<file path="config.mk">
export PLATFORM = sky130hd
export DESIGN_NAME = cec_hdr_filter
export DESIGN_NICKNAME = d
export VERILOG_FILES = /design/src/rtl/cec_filt_pkg.sv /design/src/rtl/cec_hdr_decode.sv /design/src/rtl/cec_frame_len.sv /design/src/rtl/cec_hdr_filter.sv
export SDC_FILE = /design/constraint.sdc
export NUM_CORES = 1
export LEC_CHECK = 0
export BUFFER_PORTS_ARGS = -buffer_cell sky130_fd_sc_hd__buf_2
export CAP_MARGIN = 20
export CELL_PAD_IN_SITES_DETAIL_PLACEMENT = 0
export CELL_PAD_IN_SITES_GLOBAL_PLACEMENT = 1
export CORE_MARGIN = 2
export CORE_UTILIZATION = 38
export CTS_CLUSTER_SIZE = 10
export DETAILED_ROUTE_END_ITERATION = 7
export GPL_TIMING_DRIVEN = 0
export PLACE_DENSITY = 0.84
export SLEW_MARGIN = 0
export SYNTH_ARGS = -nofsm -noshare
export SYNTH_HDL_FRONTEND = slang
export SYNTH_SLANG_ARGS = --single-unit
</file>
<file path="constraint.sdc">
create_clock -name clk -period 2.4 [get_ports clk]
set_input_delay 0.12 -clock clk [delete_from_list [all_inputs] [get_ports clk]]
set_output_delay 0.12 -clock clk [all_outputs]
set_load 0.1 [all_outputs]
</file>
<file path="src/rtl/cec_filt_pkg.sv">
package cec_filt_pkg;
  localparam int ADDR_W   = 4;
  localparam int NUM_OWN  = (1 << ADDR_W) - 1;
  localparam logic [ADDR_W-1:0] BCAST = ADDR_W'(NUM_OWN);

  function automatic logic [ADDR_W-1:0] hdr_src(input logic [2*ADDR_W-1:0] h);
    return h[2*ADDR_W-1:ADDR_W];
  endfunction

  function automatic logic [ADDR_W-1:0] hdr_dst(input logic [2*ADDR_W-1:0] h);
    return h[ADDR_W-1:0];
  endfunction

  // True when map marks address d; the broadcast code never matches.
  function automatic logic own_hit(input logic [NUM_OWN-1:0] map,
                                   input logic [ADDR_W-1:0] d);
    logic r;
    r = 1'b0;
    for (int i = 0; i < NUM_OWN; i++)
      if (d == ADDR_W'(i)) r = map[i];
    return r;
  endfunction
endpackage

</file>
<file path="src/rtl/cec_hdr_decode.sv">
module cec_hdr_decode
  import cec_filt_pkg::*;
(
  input  logic [2*ADDR_W-1:0] hdr,
  input  logic [NUM_OWN-1:0]  own_map,
  input  logic                listen_all,
  output logic [ADDR_W-1:0]   src,
  output logic [ADDR_W-1:0]   dst,
  output logic                is_bcast,
  output logic                hit,
  output logic                keep
);
  always_comb begin
    src      = hdr_src(hdr);
    dst      = hdr_dst(hdr);
    is_bcast = (dst == BCAST);
    hit      = own_hit(own_map, dst);
    keep     = hit | is_bcast | listen_all;
  end
endmodule

</file>
<file path="src/rtl/cec_frame_len.sv">
module cec_frame_len #(
  parameter int MAX_BYTES = 16,
  localparam int CNT_W = $clog2(MAX_BYTES + 1)
) (
  input  logic clk,
  input  logic rst_n,
  input  logic start,
  input  logic count_en,
  output logic ovf_next,
  output logic overrun
);
  logic [CNT_W-1:0] cnt_q;
  logic             at_limit;

  assign at_limit = (cnt_q == CNT_W'(MAX_BYTES));
  assign ovf_next = overrun | (count_en & at_limit);

  always_ff @(posedge clk or negedge rst_n) begin
    if (!rst_n) begin
      cnt_q   <= '0;
      overrun <= 1'b0;
    end else if (start) begin
      cnt_q   <= CNT_W'(1);
      overrun <= 1'b0;
    end else if (count_en) begin
      if (at_limit) overrun <= 1'b1;
      else          cnt_q   <= cnt_q + CNT_W'(1);
    end
  end
endmodule

</file>
<file path="src/rtl/cec_hdr_filter.sv">
module cec_hdr_filter
  import cec_filt_pkg::*;
#(
  parameter int MAX_BYTES = 16
) (
  input  logic                clk,
  input  logic                rst_n,
  input  logic                hdr_valid,
  input  logic [7:0]          hdr_byte,
  input  logic [14:0]         own_map,
  input  logic                listen_all,
  input  logic                byte_end,
  input  logic                frame_end,
  output logic                accept,
  output logic                ack_low,
  output logic                broadcast,
  output logic                overrun,
  output logic [3:0]          initiator,
  output logic [3:0]          destination
);
  logic [ADDR_W-1:0] d_src, d_dst;
  logic d_bcast, d_hit, d_keep;
  logic hit_q;
  logic byte_en;
  logic ovf_next;

  cec_hdr_decode u_dec (
    .hdr(hdr_byte), .own_map(own_map), .listen_all(listen_all),
    .src(d_src), .dst(d_dst), .is_bcast(d_bcast), .hit(d_hit), .keep(d_keep)
  );

  assign byte_en = byte_end & accept & ~hdr_valid & ~frame_end;

  cec_frame_len #(.MAX_BYTES(MAX_BYTES)) u_len (
    .clk(clk), .rst_n(rst_n), .start(hdr_valid), .count_en(byte_en),
    .ovf_next(ovf_next), .overrun(overrun)
  );

  always_ff @(posedge clk or negedge rst_n) begin
    if (!rst_n) begin
      accept      <= 1'b0;
      ack_low     <= 1'b0;
      hit_q       <= 1'b0;
      broadcast   <= 1'b0;
      initiator   <= '0;
      destination <= '0;
    end else if (hdr_valid) begin
      accept      <= d_keep;
      ack_low     <= d_hit;
      hit_q       <= d_hit;
      broadcast   <= d_bcast;
      initiator   <= d_src;
      destination <= d_dst;
    end else if (frame_end) begin
      accept  <= 1'b0;
      ack_low <= 1'b0;
      hit_q   <= 1'b0;
    end else if (byte_en) begin
      if (hit_q)          ack_low <= ~ovf_next;
      else if (broadcast) ack_low <= ovf_next;
      else                ack_low <= 1'b0;
    end
  end
endmodule

</file>
==> results.json <==
{
  "post_synth_xor_area_fraction_pct": 3.378,
  "detail_route.wirelength.met1_um": 1006,
  "detailedPlacementHpwl_um": 1826,
  "post_cts_buffers": 0,
  "number_of_standard_cells_in_the_final_layout_excluding_fillers": 173,
  "critical_path.startpoint_type": "flip-flop",
  "cp.buffers_inverters": 1,
  "layout-drive-gt1-share_pct": 39.16,
  "power_density_relative_to_cell_area_mw_per_mm2": 604.8,
  "cts.htree.levels": 1,
  "yosysSeqAreaShare_pct": 43.43,
  "worst_slew_pin_slew_ns": 0.5061,
  "vias_in_the_first_global_route": 893,
  "wl_met2_um": 1148,
  "maxUsedRoutingLayer": "met4",
  "ctsLongestPathBuffers": 2,
  "vias_per_cell": 5.347,
  "dp_worst_setup_slack_ns": 0.6380,
  "grt_start_max_net_pins": 19,
  "synth_cells": 99,
  "wire_length_of_the_first_global_routing_pass_um": 3843,
  "placedCellCount": 168,
  "synth_top_family_by_area": "simple AND/OR/NAND/NOR gates",
  "met3WireLength_um": 125,
  "die-width_um": 56.25,
  "worst_hold_path_type": "in2reg",
  "fin_ws_ns": 0.6422,
  "synthSimpleGateAreaFrac_pct": 19.30,
  "worst_path_dominant_cell_family": "simple AND/OR/NAND/NOR gates",
  "placeableCoreArea_mm2": 0.002522,
  "n_fill_cell": 262,
  "worst_skew_pair.late_latency_ns": 0.29,
  "count_of_boundary_i_o_pins": 41,
  "flop_and_latch_count_out_of_synthesis": 18,
  "timing.final.max_slew_violations": 0,
  "cp_max_fanout": 5,
  "num_antenna_cells": 0,
  "yosys-mux-area-fraction_pct": 17.49,
  "drc_errors_left": 0,
  "design_area_mm2": 0.001316,
  "run_status": "finished clean",
  "clock_skew_ns": 0.002019,
  "timing.setup.tns_ns": 0,
  "num-nets-final": 175,
  "cts_tree": "done",
  "netlist_area_pre_place_mm2": 0.001037,
  "clock_tree.root_cell": "clkbuf_4",
  "most_common_library_cell_in_the_layout_ignoring_fill_and_taps": "buf_2",
  "detail_route.iter0.violations": 14,
  "number_of_endpoints_with_negative_hold_slack_in_the_final_report": 0,
  "max_cap_violations": 0,
  "total_routing_usage_gr_pct": 15.23,
  "timing.final.crit_share_pct": 73.24,
  "vdd.ir_drop.worst_uv": 471.0,
  "critical_path.slowest_cell": "or4b_1",
  "power.leakage_uw": 0.0006193,
  "dieHeight_um": 56.25,
  "unrepaired_setup_endpoints_after_global_routing": "false",
  "grt_antenna_before_repair": 0,
  "max_slew_margin_pct": 66.26,
  "synthesis.yosys.warnings": 0,
  "synth_cell_types": 31,
  "critical_path_arrival_ns": 1.93,
  "synth_area_per_cell_um2": 10.48,
  "critical_path_required_ns": 2.58,
  "layout-area-overhead-vs-synth_pct": 26.90,
  "grt_total_ovfl": 0,
  "rows": 18,
  "synthAdderAreaFrac_pct": 2.413,
  "dpl-instance-area_mm2": 0.001270,
  "drt_total_wl_um": 2289,
  "io_buffer_count": 39,
  "layout_common_cells": "buf_2, dfrtp_1, mux2_2, mux2i_1, nor2_1",
  "period_needed_ns": 1.758,
  "detail-route-antenna-nets": 0,
  "cp_cell_sequence": "inv_1 > ha_1 > and4bb_2 > or4b_1 > o211ai_1 > o211ai_1",
  "detail_route.first_pass.iterations": 4,
  "vias": 925,
  "cts.sink_count": 18,
  "critical_path.most_common_cell": "o211ai_1",
  "path_clk_slew_ns": 0.10,
  "worst-setup-path-type": "reg2reg",
  "post_dr_wirelength_cell_um": 13.23,
  "synth_compound_area_share_pct": 10.01,
  "cpPeakStageDelay_ns": 0.48,
  "cts-buffers-inserted": 3,
  "gp_routability_congestion": 0.7589,
  "critical_path.endpoint_type": "flip-flop",
  "initial_utilization_pct": 41.12,
  "die_area_mm2": 0.003164,
  "timing.final.setup_violations": 0,
  "syn-num-nets": 130,
  "fmaxAchievable_mhz": 568.9
}
==> flip-flops by register name, summed over array words and instances, names as in the netlist <==
register and cells:
u_len.overrun 1, initiator 4, ack_low 1, hit_q 1, broadcast 1, u_len.cnt_q 5
destination 4, accept 1
==> final timing paths <==
kind	startpoint	end	slack, ns	depth (start not counted)
setup / recovery	u_len.cnt_q[0]$_DFFE_PN0P_	ack_low$_DFFE_PN0P_	0.64	6
hold / removal	hdr_byte[6]	initiator[2]$_DFFE_PN0P_	0.05	2
setup reg to reg	u_len.cnt_q[0]$_DFFE_PN0P_	ack_low$_DFFE_PN0P_	0.64	6
hold reg to reg	initiator[2]$_DFFE_PN0P_	initiator[2]$_DFFE_PN0P_	0.51	1
max in group asynchronous	rst_n	u_len.cnt_q[1]$_DFFE_PN0P_	1.85	2
min in group asynchronous	rst_n	accept$_DFFE_PN0P_	0.27	2
==> area by class of cell <==
type | instances | area, um2 | area share [%]
Tap cell | 30 | 37.54 | 2.852
Clock buffer | 4 | 36.28 | 2.757
Multi-Input combinational cell | 71 | 545.5 | 41.44
Inverter | 5 | 18.77 | 1.426
Timing Repair Buffer | 40 | 205.2 | 15.59
Buffer | 5 | 22.52 | 1.711
Sequential cell | 18 | 450.4 | 34.22
==> kinds of logic after synthesis <==
kind of cell             Yosys count
XOR/XNOR                           4
multiplexers                      17
adder cells (fa/ha/maj)            2
flip-flops                        18
AND/OR/NAND/NOR                   33
AO/OA/AOI/OAI                     15
buffers and inverters             10
==> layer usage <==
layer / GRT usage, % / vias to the layer above
met2: 27.39 / 24
li1: - / 451
met4: 1.020 / 0
met5: 0 / -
met3: 4.884 / 3
met1: 18.49 / 447
==> repair_timing <==
action                     in CTS  in global routing
hold endpoints to repair       18                  0
hold buffers                    1                  0
gates resized for setup         0                  0
setup endpoints to repair       0                  0
==> metrics by stage <==
stage	hold slack [ns]	power (uW)	util, %
detailed placement	0.07198	617.7	50.35
floorplan	-0.1756	548.7	-
finish	0.04987	796.0	52.18
global route	0.02558	839.9	52.18
global placement	0.06591	611.6	50.35
CTS	0.04190	805.5	52.18
==> cell usage after synthesis <==
cell	number	area, um2
o22a_1	1	8.760
mux2_1	1	11.26
buf_1	1	3.750
nor3_1	2	10.01
a31o_2	1	8.760
xor2_1	3	26.28
nand3_1	2	10.01
inv_1	5	18.77
mux2_2	8	90.09
xnor2_1	1	8.760
nand2_1	2	7.510
or3_1	1	6.260
o211ai_1	4	30.03
or4b_1	1	10.01
mux2i_1	8	80.08
clkbuf_1	3	11.26
nand3b_1	4	30.03
dfrtp_1	18	450.4
a21oi_1	4	20.02
nor2_1	7	26.28
and2_1	1	6.260
nor2b_1	2	12.51
buf_4	1	7.510
nand4_1	4	25.02
and4bb_2	2	25.02
nand2b_1	4	25.02
o221ai_1	2	17.52
o21ai_0	2	10.01
a32oi_1	1	8.760
ha_1	2	25.02
or2_2	1	6.260
==> worst reg2reg max path, stage by stage, from the launching register on <==
cell	delay (ns)
dfrtp_1	0.42
inv_1	0.06
ha_1	0.19
and4bb_2	0.26
or4b_1	0.48
o211ai_1	0.11
o211ai_1	0.11
==> where the power goes <==
part	internal, uW	switching [uW]	leakage (uW)
sequential	325	13.0	0.000223
clock	92.6	93.0	0.0000210
combinational	70.2	202	0.000376
No activity file was read; power rests on OpenSTA's default activity.
